### src/rtl/wdog_pkg.sv
package wdog_pkg;
    typedef enum logic [1:0] {
        ACT_NONE  = 2'd0,
        ACT_IRQ   = 2'd1,
        ACT_NMI   = 2'd2,
        ACT_CHRST = 2'd3
    } wdog_act_e;

    localparam int CTRL_OFS  = 0;
    localparam int COUNT_OFS = 4;
endpackage

### src/rtl/wdog_regif.sv
module wdog_regif
    import wdog_pkg::*;
#(
    parameter int ADDR_W = 4,
    parameter int DATA_W = 32,
    parameter int CNT_W  = 32
) (
    input  logic              bus_sel,
    input  logic              bus_wr,
    input  logic [ADDR_W-1:0] bus_addr,
    input  logic [DATA_W-1:0] bus_wdata,
    input  wdog_act_e         act_q,
    input  logic              flag_q,
    input  logic [CNT_W-1:0]  count_q,
    output logic              ctrl_we,
    output logic              count_we,
    output wdog_act_e         wr_act,
    output logic [CNT_W-1:0]  load_val,
    output logic [DATA_W-1:0] bus_rdata
);
    localparam logic [ADDR_W-1:0] CTRL_A  = ADDR_W'(CTRL_OFS);
    localparam logic [ADDR_W-1:0] COUNT_A = ADDR_W'(COUNT_OFS);

    logic              hit_ctrl;
    logic              hit_count;
    logic [DATA_W-1:0] ctrl_view;
    logic [DATA_W-1:0] count_view;

    assign hit_ctrl  = bus_sel && (bus_addr == CTRL_A);
    assign hit_count = bus_sel && (bus_addr == COUNT_A);
    assign ctrl_we   = hit_ctrl && bus_wr;
    assign count_we  = hit_count && bus_wr;
    assign wr_act    = wdog_act_e'(bus_wdata[1:0]);
    assign load_val  = bus_wdata[CNT_W-1:0];

    always_comb begin
        ctrl_view           = '0;
        ctrl_view[1:0]      = act_q;
        ctrl_view[DATA_W-1] = flag_q;
    end

    generate
        if (CNT_W < DATA_W) begin : g_pad
            assign count_view = {{(DATA_W-CNT_W){1'b0}}, count_q};
        end else begin : g_full
            assign count_view = count_q;
        end
    endgenerate

    always_comb begin
        bus_rdata = '0;
        if (!bus_wr) begin
            if (hit_ctrl)
                bus_rdata = ctrl_view;
            else if (hit_count)
                bus_rdata = count_view;
        end
    end
endmodule

### src/rtl/wdog_counter.sv
module wdog_counter #(
    parameter int CNT_W = 32
) (
    input  logic             clk,
    input  logic             rst_n,
    input  logic             load_en,
    input  logic [CNT_W-1:0] load_val,
    input  logic             run,
    output logic [CNT_W-1:0] count_q,
    output logic             expire
);
    typedef struct packed {
        logic [CNT_W-1:0] cnt;
    } cnt_state_t;

    cnt_state_t s_d, s_q;

    always_comb begin
        s_d    = s_q;
        expire = 1'b0;
        if (load_en) begin
            s_d.cnt = load_val;
        end else if (run && (s_q.cnt != '0)) begin
            s_d.cnt = s_q.cnt - CNT_W'(1);
            expire  = (s_q.cnt == CNT_W'(1));
        end
    end

    always_ff @(posedge clk or negedge rst_n) begin
        if (!rst_n)
            s_q <= '0;
        else
            s_q <= s_d;
    end

    assign count_q = s_q.cnt;
endmodule

### src/rtl/wdog_action.sv
module wdog_action
    import wdog_pkg::*;
(
    input  logic      clk,
    input  logic      rst_n,
    input  logic      ctrl_we,
    input  wdog_act_e wr_act,
    input  logic      count_we,
    input  logic      expire,
    output wdog_act_e act_nxt,
    output wdog_act_e act_q,
    output logic      irq_gp,
    output logic      irq_nmi,
    output logic      rst_req
);
    typedef struct packed {
        wdog_act_e act;
        logic      gp;
        logic      nmi;
        logic      req;
    } act_state_t;

    act_state_t s_d, s_q;
    logic       clr_lvl;

    assign act_nxt = ctrl_we ? wr_act : s_q.act;
    assign clr_lvl = count_we || (ctrl_we && (wr_act != s_q.act));

    always_comb begin
        s_d     = s_q;
        s_d.act = act_nxt;
        s_d.req = 1'b0;
        if (clr_lvl) begin
            s_d.gp  = 1'b0;
            s_d.nmi = 1'b0;
        end
        if (expire) begin
            case (act_nxt)
                ACT_IRQ:   s_d.gp  = 1'b1;
                ACT_NMI:   s_d.nmi = 1'b1;
                ACT_CHRST: s_d.req = 1'b1;
                default:   ;
            endcase
        end
    end

    always_ff @(posedge clk or negedge rst_n) begin
        if (!rst_n)
            s_q <= '{act: ACT_NONE, gp: 1'b0, nmi: 1'b0, req: 1'b0};
        else
            s_q <= s_d;
    end

    assign act_q   = s_q.act;
    assign irq_gp  = s_q.gp;
    assign irq_nmi = s_q.nmi;
    assign rst_req = s_q.req;
endmodule

### src/rtl/wdog_sticky.sv
module wdog_sticky (
    input  logic clk,
    input  logic por_n,
    input  logic set,
    output logic flag_q
);
    logic flag_d;

    always_comb begin
        flag_d = flag_q | set;
    end

    always_ff @(posedge clk or negedge por_n) begin
        if (!por_n)
            flag_q <= 1'b0;
        else
            flag_q <= flag_d;
    end
endmodule

### src/rtl/wdog_timer.sv
module wdog_timer
    import wdog_pkg::*;
#(
    parameter int ADDR_W = 4,
    parameter int DATA_W = 32,
    parameter int CNT_W  = 32
) (
    input  logic              clk,
    input  logic              por_n,
    input  logic              sys_rst_n,
    input  logic              bus_sel,
    input  logic              bus_wr,
    input  logic [ADDR_W-1:0] bus_addr,
    input  logic [DATA_W-1:0] bus_wdata,
    output logic [DATA_W-1:0] bus_rdata,
    output logic              irq_gp,
    output logic              irq_nmi,
    output logic              chip_rst_req
);
    logic             core_rst_n;
    logic             ctrl_we;
    logic             count_we;
    wdog_act_e        wr_act;
    wdog_act_e        act_nxt;
    wdog_act_e        act_q;
    logic [CNT_W-1:0] load_val;
    logic [CNT_W-1:0] count_q;
    logic             expire;
    logic             wd_flag;
    logic             req_set;

    assign core_rst_n = por_n & sys_rst_n;
    assign req_set    = expire && (act_nxt == ACT_CHRST);

    wdog_regif #(
        .ADDR_W(ADDR_W),
        .DATA_W(DATA_W),
        .CNT_W (CNT_W)
    ) u_regif (
        .bus_sel  (bus_sel),
        .bus_wr   (bus_wr),
        .bus_addr (bus_addr),
        .bus_wdata(bus_wdata),
        .act_q    (act_q),
        .flag_q   (wd_flag),
        .count_q  (count_q),
        .ctrl_we  (ctrl_we),
        .count_we (count_we),
        .wr_act   (wr_act),
        .load_val (load_val),
        .bus_rdata(bus_rdata)
    );

    wdog_counter #(
        .CNT_W(CNT_W)
    ) u_counter (
        .clk     (clk),
        .rst_n   (core_rst_n),
        .load_en (count_we),
        .load_val(load_val),
        .run     (act_nxt != ACT_NONE),
        .count_q (count_q),
        .expire  (expire)
    );

    wdog_action u_action (
        .clk     (clk),
        .rst_n   (core_rst_n),
        .ctrl_we (ctrl_we),
        .wr_act  (wr_act),
        .count_we(count_we),
        .expire  (expire),
        .act_nxt (act_nxt),
        .act_q   (act_q),
        .irq_gp  (irq_gp),
        .irq_nmi (irq_nmi),
        .rst_req (chip_rst_req)
    );

    wdog_sticky u_sticky (
        .clk   (clk),
        .por_n (por_n),
        .set   (req_set),
        .flag_q(wd_flag)
    );
endmodule

### config.mk
export PLATFORM = sky130hd
export DESIGN_NAME = wdog_timer
export DESIGN_NICKNAME = d
export VERILOG_FILES = /design/src/rtl/wdog_pkg.sv /design/src/rtl/wdog_regif.sv /design/src/rtl/wdog_counter.sv /design/src/rtl/wdog_action.sv /design/src/rtl/wdog_sticky.sv /design/src/rtl/wdog_timer.sv
export SDC_FILE = /design/constraint.sdc
export NUM_CORES = 1
export LEC_CHECK = 0
export BUFFER_PORTS_ARGS = -buffer_cell sky130_fd_sc_hd__buf_4
export CORE_MARGIN = 3
export CORE_UTILIZATION = 53
export DETAILED_ROUTE_END_ITERATION = 7
export PLACE_DENSITY = 0.81
export SLEW_MARGIN = 40
export SYNTH_ARGS = -nofsm -noshare
export SYNTH_HDL_FRONTEND = slang
export SYNTH_SLANG_ARGS = --single-unit
### constraint.sdc
create_clock -name clk -period 2.8 [get_ports clk]
set_clock_uncertainty 0.1 [all_clocks]
set_input_delay 0.56 -clock clk [delete_from_list [all_inputs] [get_ports clk]]
set_output_delay 0.56 -clock clk [all_outputs]
set_load 0.05 [all_outputs]
# After elaboration in Yosys (flattened, before gate mapping)
# Index checks and enable logic that the tools add are counted.
[word_totals] reg_bits=38 input_bits=41 output_inout_bits=35 elab_cells=40
[op_classes] n_addsub=1 eq_ne=6 n_mux=13 n_bitwise=2 n_reduce_logical=12
[op_table] op="two-way mux 32 bit" n=5
[op_table] op="equality test 32 x 1 -> 1 bit (second input constant)" n=1
[op_table] op="nonzero test 32 bit" n=1
[op_table] op="subtractor 32 x 1 -> 32 bit (second input constant)" n=1
[op_table] op="logical AND 1 bit" n=7
[op_table] op="two-way mux 1 bit" n=5
[op_table] op="equality test 2 bit (second input constant)" n=2
[op_table] op="equality test 4 x 3 -> 1 bit (second input constant)" n=1
[op_table] op="zero test 4 bit" n=1
[op_table] op="two-way mux 2 bit" n=2
[op_table] op="nonzero test 2 bit" n=2
[op_table] op="two-way mux 3 bit" n=1
[op_table] op="equality test 2 x 1 -> 1 bit (second input constant)" n=1
[op_table] op="inequality test 2 bit" n=1
[op_table] op="AND 1 bit" n=1
[op_table] op="logical OR 1 bit" n=1
[op_table] op="OR 1 bit" n=1

# Depth between registers and ports, before layout
# Gate-level depths: netlist of run 1.
[logic_depth] ltp_word=10 depth_mapped=9

# Hierarchy
# From an unflattened synthesis of run 1, not the netlist that was laid out.
[unflattened] cells_unflattened=364 hier_area_um2=2992.9
[modules_own_cells] module="wdog_counter" n_inst=1 cells_per_inst=252 area_each_um2=2097.0
[modules_own_cells] module="wdog_regif" n_inst=1 cells_per_inst=81 area_each_um2=580.6
[modules_own_cells] module="wdog_action" n_inst=1 cells_per_inst=26 area_each_um2=264.0
[modules_own_cells] module="wdog_sticky" n_inst=1 cells_per_inst=2 area_each_um2=31.3
[modules_own_cells] module="wdog_timer" n_inst=1 cells_per_inst=3 area_each_um2=20.0

# Worst setup path after synthesis of run 1
# No wires, ideal clock.
[synth_timing] path_kind="input -> output" startpoint="in bus_addr[1]" endpoint="out bus_rdata[21]" arrival_time_ns=2.226 required_ns=2.140 path_slack_ns=-0.086 path_stages=6 n_path_buf=2 path_cell_list="nor4b_2 -> nand2b_1 -> nor2_1 -> clkbuf_1 -> clkbuf_1 -> and2_1"
[synth_between] elab_chain_cells=5
[synth_rtl] element="from (decl)" line_no="wdog_timer.sv:13" text="input logic [ADDR_W-1:0] bus_addr,"
[synth_rtl] element="equality test 4 x 3 -> 1 bit" line_no="wdog_regif.sv:30" text="assign hit_count = bus_sel && (bus_addr == COUNT_A);"
[synth_rtl] element="logical AND 1 bit" line_no="wdog_regif.sv:30"
[synth_rtl] element="two-way mux 32 bit" line_no="wdog_regif.sv:55" text="else if (hit_count)"
[synth_rtl] element="two-way mux 32 bit *" line_no="wdog_regif.sv:53" text="if (hit_ctrl)"
[synth_rtl] element="two-way mux 32 bit *" line_no="wdog_regif.sv:52" text="if (!bus_wr) begin"
[synth_rtl] element="to (decl)" line_no="wdog_timer.sv:15" text="output logic [DATA_W-1:0] bus_rdata,"
# Mark *: on every way between the ends. The rest lies on a longest branch, timed or not.

# Worst setup path in the final report of run 1
[layout_timing] startpoint="reg u_counter.s_q (netlist bit u_counter.count_q[4])" endpoint="reg u_counter.s_q (netlist bit u_counter.count_q[13])"
[layout_between] elab_chain_cells=3
[layout_rtl] element="from (decl)" line_no="wdog_counter.sv:16" text="cnt_state_t s_d, s_q;"
[layout_rtl] element="from (signal assigned)" line_no="wdog_counter.sv:31" text="s_q <= '0;"
[layout_rtl] element="from (signal assigned)" line_no="wdog_counter.sv:33" text="s_q <= s_d;"
[layout_rtl] element="subtractor 32 x 1 -> 32 bit / nonzero test 32 bit (equally long branches)" line_no="wdog_counter.sv:24, wdog_counter.sv:23"
[layout_rtl] element="two-way mux 32 bit / logical AND 1 bit (equally long branches)" line_no="wdog_counter.sv:23" text="end else if (run && (s_q.cnt != '0)) begin"
[layout_rtl] element="two-way mux 32 bit / nonzero test 2 bit (equally long branches)"
# Several ways; a longest one is shown, not always the timed one. The select of a mux whose other input is x is not followed.
# A chain may end at the register's enable or synchronous reset.

==> impl_metrics.py, run 1 <==
metrics = {
    "setup_path": {
        "critPathKind": "reg2reg",
        "regToRegSetupSlack_ns": 0.13,
        "cp.depth": 5,
        "crit_fanout": 9,
        "cp_slowest_cell": "or4_4",
        "worstSetupStartpointType": "flip-flop",
        "cpMostUsedCell": "or4_1",
        "reg2reg_from": "u_counter.count_q[4]",
        "critPathArrivalTime_ns": 2.79,
        "r2r_end": "u_counter.count_q[13]",
        "end_kind": "flip-flop",
        "path_delay_family": "simple AND/OR/NAND/NOR gates",
        "cp.required_ns": 2.92,
        "crit_chain": "or4_4 > or3_4 > or4_1 > or4_1 > a31oi_1",
        "slowest_delay_ns": 0.59,
        "crit_path_end": "u_counter.count_q[13]",
        "worstSetupStartpoint": "u_counter.count_q[4]",
        "r2r_cells": 5,
        "path_buf_inv": 0,
    },
    "pwr": {
        "powerDensity_nw_per_um2": 575.8,
        "p_total_mw": 2.042,
        "leakage_nw": 1.527,
        "ir_drop_mv": 0.3378,
    },
    "timing": {
        "worstMarginPinSlew_ns": 0.4995,
        "maxSlewViolCount": 0,
        "slew_headroom_pct": 66.28,
        "fin_crit_sh_pct": 95.47,
        "finalCriticalPeriod_ns": 2.673,
        "max_freq_mhz": 374.1,
        "setup_tns_ns": 0,
        "setup_viol_count_final": 0,
        "hold_viol_final": 0,
        "rsz0062_at_grt": "no",
    },
    "grt": {
        "grt_usage_pct": 25.55,
        "grt_pass1_wl_um": 12880,
        "grt_max_degree": 42,
        "grt_antenna_before_repair": 0,
        "grt.overflow.total": 0,
        "grt_pass1_vias": 2758,
    },
    "floorplan": {
        "rows": 25,
        "die_w_um": 78.71,
        "initial_core_util_pct": 57.04,
        "die_h_um": 78.71,
        "die_area_sq_um": 6194,
        "num_io_pins": 76,
        "design.core.area_sq_um": 4911,
    },
    "finish": {
        "nets": 445,
        "drive_gt1_share_pct": 32.09,
        "fin_util_pct": 72.20,
        "final_area_sq_um": 3546,
        "area_growth_pct": 26.57,
        "fillers": 398,
        "diodes": 0,
    },
    "synthesis": {
        "synthFlopType": "dfrtp_1",
        "yosys-top-cells-area": "dfrtp_1 (34%), or4_1 (6.7%), and2_1 (6.5%)",
        "synth_edf_count": 0,
        "yosysWarnings": 0,
        "synth_cell_types": 50,
        "ys_ff_latch": 38,
        "ys_seq_area_share_pct": 33.94,
        "syn_area_per_cell_sq_um": 8.515,
        "syn_nets": 373,
        "yosysTopAreaCell": "dfrtp_1",
        "synth_top_area_share_pct": 33.94,
        "syn-instance-count": 329,
        "async_reset_ff_share_pct": 100.0,
        "syn_area_sq_um": 2801,
    },
    "cts": {
        "insertion_delay_ns": 0.29,
        "cts-root-buf": "clkbuf_8",
        "clock-sinks": 38,
        "cts_max_level": 2,
        "cts_buffer_depth": 2,
        "cts_buffers": 5,
        "cts_tree": "built",
        "clk_pin_slew_ns": 0.08,
    },
    "drt": {
        "drt-total-wl_um": 7483,
        "post_drt_wl_per_cell_um": 15.96,
        "initialDrtViolationCount": 213,
        "firstDrtPassIters": 4,
        "drcViolationCount": 0,
        "ant_nets": 0,
        "vias": 2886,
        "vias_per_cell": 6.154,
    },
    "placement": {
        "hpwl_um": 5447,
        "placed_area_sq_um": 3441,
        "io_buffers": 75,
        "gp_congestion": 0.8563,
    },
    "worst_hold_path": {
        "hold_path_class": "in2async",
    },
    "status": {
        "run_status": "finished, final reports clean",
    },
    "run": {
        "cap_violations": 0,
    },
}
how the worst min path moves through the flow:
stage | depth (start not counted) | from | endpoint
final | 3 | sys_rst_n | u_counter.count_q[25]
after global routing | 3 | sys_rst_n | u_counter.count_q[25]
after CTS | 3 | sys_rst_n | u_counter.count_q[1]
after detailed placement | 1 | por_n | u_sticky.flag_q
after global placement | 1 | por_n | u_sticky.flag_q
after floorplan | 0 | por_n | u_sticky.flag_q
placed cells by master, fill, tap and decap left out, drive strengths merged, types with 5 or more instances in the layout:
cell and n:
or3 17, o41ai 8, inv 6, a31oi 28
dfrtp 38, or4b 5, clkbuf 7, buf 91
nor2 46, nor4 8, and2 30, or2 6
nor3 5, mux2i 5, or4 28, nand3 8
nand2 8, nand4 5, o31ai 20
where the power goes:
part,switching (mW),internal (mW)
registers,0.258,0.716
logic,0.336,0.337
clock network,0.195,0.199
total,0.790,1.25
worst min-delay path: stages:
cell    delay (ns)
buf_4         0.07
and2_1        0.11
buf_4         0.41
cell families (layout without fill, tap and decap cells):
kind of cell	Yosys count	count (layout)	share of synthesized area, %
adders and majority gates	3	3	1.340
and+or+nand+nor	178	178	38.45
buffers and inverters	33	106	6.253
xor gates and xnor gates	2	2	0.6254
DFF	38	38	33.94
AOI/OAI and AO/OA	70	70	17.60
muxes	5	5	1.787
timing repair:
| item | in CTS | in global routing |
|---|---|---|
| resized for setup | 0 | 2 |
| hold buffers | 1 | 0 |
| buffers inserted | 0 | 0 |
| hold endpoints to repair | 1 | 0 |
| endpoints found under the setup margin | 0 | 5 |
synth_stat cells, types with 6 or more instances:
library cell	count
a31oi_1	28
and2_1	29
clkbuf_1	15
dfrtp_1	38
inv_1	6
nand2_1	8
nand3_1	7
nor2_1	46
nor4_1	7
o31ai_1	20
o41ai_1	8
or3_1	12
or4_1	25
sequential cells by signal, indices dropped and copies added, names as in the netlist:
name and count:
u_counter.count_q 32, u_action.act_q 2, u_action.irq_gp 1, u_action.irq_nmi 1, u_action.rst_req 1, u_sticky.flag_q 1
routing by layer:
| metal | global-route usage (%) | wire length (um) |
|---|---|---|
| met1 | 34.38 | 3377 |
| met2 | 43.04 | 3565 |
| met3 | 4.308 | 441 |
| met4 | 5.944 | 98 |
| met5 | 0 | 0 |
layout make-up:
cell class	instances	area [sq um]	area share, %
Timing Repair Buffer	92	709.4	20.01
Clock buffer	7	86.33	2.435
Clock inverter	1	5.005	0.1411
Inverter	6	22.52	0.6351
Multi-Input combinational cell	258	1688	47.60
Sequential cell	38	950.9	26.82
Tap cell	67	83.83	2.364
through the flow:
stage	worst slack (ns)	hold WS (ns)	cells
global route	0.008313	0.3611	469
detailed placement	0.1432	0.2397	460
CTS	0.1079	0.3444	469
floorplan	0.04056	0.1644	329
global placement	0.1998	0.2390	460
finish	0.1269	0.3203	469
(Power assumes the default switching activity.)
==> run 2, diff against run 1 <==
Settings changed: CORE_MARGIN 3 to default.
==> impl_metrics.py, run 2 (synthesized netlist as in run 1, its figures left out) <==
metrics = {
    "status": {
        "run_status": "finished, final reports clean",
    },
    "grt": {
        "grt_max_degree": 43,
        "grt_pass1_vias": 2642,
        "grt_antenna_before_repair": 0,
        "grt_pass1_wl_um": 12250,
        "grt_usage_pct": 28.26,
        "grt.overflow.total": 0,
    },
    "floorplan": {
        "die_area_sq_um": 5581,
        "initial_core_util_pct": 54.85,
        "die_w_um": 74.71,
        "rows": 26,
        "num_io_pins": 76,
        "design.core.area_sq_um": 5107,
        "die_h_um": 74.71,
    },
    "timing": {
        "maxSlewViolCount": 0,
        "worstMarginPinSlew_ns": 0.5263,
        "finalCriticalPeriod_ns": 2.718,
        "max_freq_mhz": 368.0,
        "fin_ws_ns": 0.08231,
        "hold_viol_final": 0,
        "setup_tns_ns": 0,
        "slew_headroom_pct": 64.59,
        "setup_viol_count_final": 0,
        "fin_crit_sh_pct": 97.06,
        "hold_ws_ns": 0.3072,
        "rsz0062_at_grt": "no",
    },
    "setup_path": {
        "r2r_end": "u_counter.count_q[13]",
        "worstSetupStartpointType": "primary input",
        "cp.required_ns": 2.14,
        "reg2reg_from": "u_counter.count_q[2]",
        "critPathArrivalTime_ns": 2.06,
        "r2r_cells": 5,
        "critPathKind": "in2out",
        "end_kind": "output pin",
        "regToRegSetupSlack_ns": 0.12,
        "crit_fanout": 19,
    },
    "drt": {
        "vias_per_cell": 6.167,
        "post_drt_wl_per_cell_um": 15.70,
        "vias": 2917,
        "drcViolationCount": 0,
        "firstDrtPassIters": 4,
        "initialDrtViolationCount": 217,
        "drt-total-wl_um": 7428,
        "ant_nets": 0,
    },
    "finish": {
        "fin_cells": 473,
        "final_area_sq_um": 3585,
        "drive_gt1_share_pct": 32.51,
        "fin_util_pct": 70.19,
        "layout_commonest_cell": "buf_4",
        "largest_reg_flops": 32,
        "area_growth_pct": 27.96,
        "nets": 446,
        "diodes": 0,
        "final_cell_mix": "buf_4 (90), nor2_1 (46), dfrtp_1 (38)",
    },
    "cts": {
        "cts_tree": "built",
        "insertion_delay_ns": 0.30,
        "cts-root-buf": "clkbuf_8",
        "cts_max_level": 2,
        "cts_setup_buffers": 0,
        "cts_buffers": 5,
        "clk_pin_slew_ns": 0.08,
        "clock-sinks": 38,
        "cts_buffer_depth": 2,
    },
    "pwr": {
        "power_frac_seq_pct": 46.0,
        "p_sw_mw": 0.8076,
        "powerDensity_nw_per_um2": 590.4,
        "leakage_nw": 1.544,
        "cellInternalPower_mw": 1.309,
        "combPwrFrac_pct": 32.6,
        "swShare_pct": 38.16,
        "ir_drop_mv": 0.2900,
        "p_total_mw": 2.116,
        "clkPwrFrac_pct": 21.4,
    },
    "placement": {
        "placed_area_sq_um": 3465,
        "hpwl_um": 5323,
        "gp_congestion": 0.8251,
        "placed_cells": 464,
        "pre_cts_slack_ns": 0.1199,
        "io_buffers": 75,
    },
    "worst_hold_path": {
        "hold_path_class": "in2async",
    },
    "run": {
        "cap_violations": 0,
    },
}
==> run 2: cell count changes in the layout (fill, tap and decap cells not counted), sizes merged <==
cell / before / now
clkinv: 1 / 0
clkbuf: 7 / 8
buf: 91 / 92
==> run 2: worst max-delay path by stage <==
stage | end | depth (start not counted) | start
floorplan | bus_rdata[21] | 6 | bus_addr[1]
global placement | bus_rdata[3] | 7 | bus_addr[1]
detailed placement | bus_rdata[5] | 7 | bus_addr[1]
CTS | bus_rdata[15] | 7 | bus_addr[1]
global route | bus_rdata[5] | 7 | bus_addr[1]
finish | bus_rdata[15] | 7 | bus_addr[1]
==> run 2: timing repair <==
item | in CTS | in global routing
hold endpoints to repair | 1 | 0
resized for setup | 0 | 0
hold buffers | 1 | 0
==> run 2: power by group through the flow <==
stage / combinational (mW) / sequential [mW] / clock, mW
2_1_floorplan: 0.555 / 0.874 / 0
3_3_place_gp: 0.661 / 0.968 / 0
3_5_place_dp: 0.689 / 0.976 / 0
4_1_cts: 0.691 / 0.971 / 0.453
5_1_grt: 0.770 / 1.01 / 0.474
6_report: 0.691 / 0.973 / 0.452
==> run 2: metal layers <==
layer	global-route usage, %	vias to the layer above	share of wire, %
li1	-	1406	-
met1	38.42	1396	43
met2	45.85	105	49
met3	4.953	10	6.0
met4	9.224	0	1.4
met5	0	-	0
==> run 2: area by class of cell <==
type / count / area (sq um)
multi-input combinational: 258 / 1688
sequential: 38 / 950.9
timing repair buffer: 93 / 725.7
inverter: 6 / 22.52
tap: 70 / 87.58
clock buffer: 8 / 110.1
fill: 428 / 1523
==> run 2: critical path, stage by stage <==
cell	delay (ns)
buf_4	0.11
nor4b_2	0.37
nand2b_1	0.19
nor2_1	0.21
buf_4	0.25
and2_1	0.17
buf_4	0.20
==> run 3, diff against run 2 <==
==> constraint.sdc (replaced) <==
create_clock -name clk -period 2.8 [get_ports clk]
set_clock_uncertainty 0.1 [all_clocks]
set_input_delay 0.56 -clock clk [delete_from_list [all_inputs] [get_ports clk]]
set_output_delay 0.56 -clock clk [all_outputs]
set_load 0.01 [all_outputs]
==> impl_metrics.py, run 3 (synthesized netlist as in run 1, its figures left out) <==
metrics = {
    "finish": {
        "largest_reg_flops": 32,
        "final_cell_mix": "buf_4 (90), nor2_1 (46), dfrtp_1 (38)",
        "drive_gt1_share_pct": 29.60,
        "layout_commonest_cell": "buf_4",
        "diodes": 0,
        "nets": 445,
        "area_growth_pct": 26.13,
    },
    "grt": {
        "grt_pass1_wl_um": 11680,
        "grt_pass1_vias": 2583,
        "grt_antenna_before_repair": 0,
        "grt_usage_pct": 27.53,
        "grt.overflow.total": 0,
        "grt_max_degree": 41,
    },
    "setup_path": {
        "end_kind": "output pin",
        "r2r_end": "u_counter.count_q[13]",
        "critPathArrivalTime_ns": 1.98,
        "worstSetupStartpoint": "bus_addr[1]",
        "critPathKind": "in2out",
        "reg2reg_from": "u_counter.count_q[2]",
        "crit_path_end": "bus_rdata[19]",
        "r2r_cells": 5,
        "crit_fanout": 19,
        "worstSetupStartpointType": "primary input",
        "cp.required_ns": 2.14,
        "regToRegSetupSlack_ns": 0.16,
    },
    "drt": {
        "drcViolationCount": 0,
        "vias_per_cell": 6.150,
        "ant_nets": 0,
        "drt-total-wl_um": 7434,
        "post_drt_wl_per_cell_um": 15.75,
        "initialDrtViolationCount": 218,
        "vias": 2903,
        "firstDrtPassIters": 4,
    },
    "floorplan": {
        "design.core.area_sq_um": 5107,
        "die_w_um": 74.71,
        "num_io_pins": 76,
        "rows": 26,
        "die_h_um": 74.71,
        "die_area_sq_um": 5581,
        "initial_core_util_pct": 54.85,
    },
    "timing": {
        "rsz0062_at_grt": "no",
        "setup_tns_ns": 0,
        "fin_crit_sh_pct": 94.29,
        "hold_viol_final": 0,
        "finalCriticalPeriod_ns": 2.640,
        "worstMarginPinSlew_ns": 0.4773,
        "max_freq_mhz": 378.8,
        "maxSlewViolCount": 0,
        "slew_headroom_pct": 67.89,
        "setup_viol_count_final": 0,
    },
    "placement": {
        "hpwl_um": 5296,
        "io_buffers": 75,
        "gp_congestion": 0.8297,
    },
    "pwr": {
        "clkPwrFrac_pct": 19.6,
        "combPwrFrac_pct": 32.5,
        "p_sw_mw": 0.7803,
        "cellInternalPower_mw": 1.243,
        "ir_drop_mv": 0.3548,
        "leakage_nw": 1.517,
        "swShare_pct": 38.56,
        "power_frac_seq_pct": 47.9,
        "p_total_mw": 2.024,
        "powerDensity_nw_per_um2": 572.7,
    },
    "cts": {
        "cts_tree": "built",
        "clock-sinks": 38,
        "cts-root-buf": "clkbuf_8",
        "clk_pin_slew_ns": 0.08,
        "cts_max_level": 2,
        "cts_resized": 0,
        "cts_setup_buffers": 0,
        "cts_buffers": 5,
        "insertion_delay_ns": 0.30,
        "cts_buffer_depth": 2,
    },
    "run": {
        "cap_violations": 0,
    },
    "status": {
        "run_status": "finished, final reports clean",
    },
    "worst_hold_path": {
        "hold_path_class": "in2async",
    },
}
## run 3: cell types whose count changed in the layout (fill, tap and decap cells not counted), sizes merged
cell	delta
clkinv	+1
buf	-1
clkbuf	-1
## run 3: per-stage QoR
stage | instances | utilization (%) | setup WS, ns | hold WS [ns] | area [sq um]
finish | 472 | 69.18 | 0.1598 | 0.3241 | 3533
global route | 472 | 69.18 | 0.01029 | 0.3848 | 3533
CTS | 472 | 69.18 | 0.1476 | 0.3409 | 3533
detailed placement | 463 | 67.20 | 0.1636 | 0.2434 | 3432
global placement | 463 | 67.20 | 0.2173 | 0.2410 | 3432
floorplan | 329 | - | 0.1770 | 0.1644 | 2801
## run 3: cell type report
cell class	count	area [sq um]
Multi-Input combinational cell	258	1675
Clock inverter	1	5.005
Fill cell	426	1574
Tap cell	70	87.58
Sequential cell	38	950.9
Clock buffer	7	86.33
Timing Repair Buffer	92	705.7
Inverter	6	22.52
## run 3: timing repair
item,4_1_cts,5_1_grt
hold buffers,1,0
setup endpoints to repair,0,0
hold endpoints to repair,1,0
## run 3: per-layer routing
metal / GRT usage [%] / wire length [um]
met5: 0 / 0
met4: 9.015 / 91
met3: 6.292 / 394
met2: 44.94 / 3740
met1: 36.25 / 3208
## run 3: critical path, cell delays in order
cell and delay [ns]:
buf_4 0.11, nor4b_2 0.27, buf_4 0.19, nand2b_1 0.12
nor2_1 0.17, buf_4 0.25, and2_1 0.17, buf_4 0.12
## run 3: how the worst min path moves through the flow
stage                         start  slack [ns]                    end
after detailed placement      por_n        0.24        u_sticky.flag_q
after floorplan               por_n        0.16        u_sticky.flag_q
after global routing      sys_rst_n        0.38  u_counter.count_q[27]
after global placement        por_n        0.24        u_sticky.flag_q
after CTS                 sys_rst_n        0.34   u_counter.count_q[0]
final                     sys_rst_n        0.32   u_counter.count_q[0]
## run 3: power groups by stage
stage               Combinational [mW]  Sequential, mW  Clock (mW)
finish                           0.657           0.969       0.397
detailed placement               0.652           0.972           0
global route                     0.737            1.00       0.426
floorplan                        0.540           0.874           0
CTS                              0.659           0.963       0.401
global placement                 0.634           0.964           0
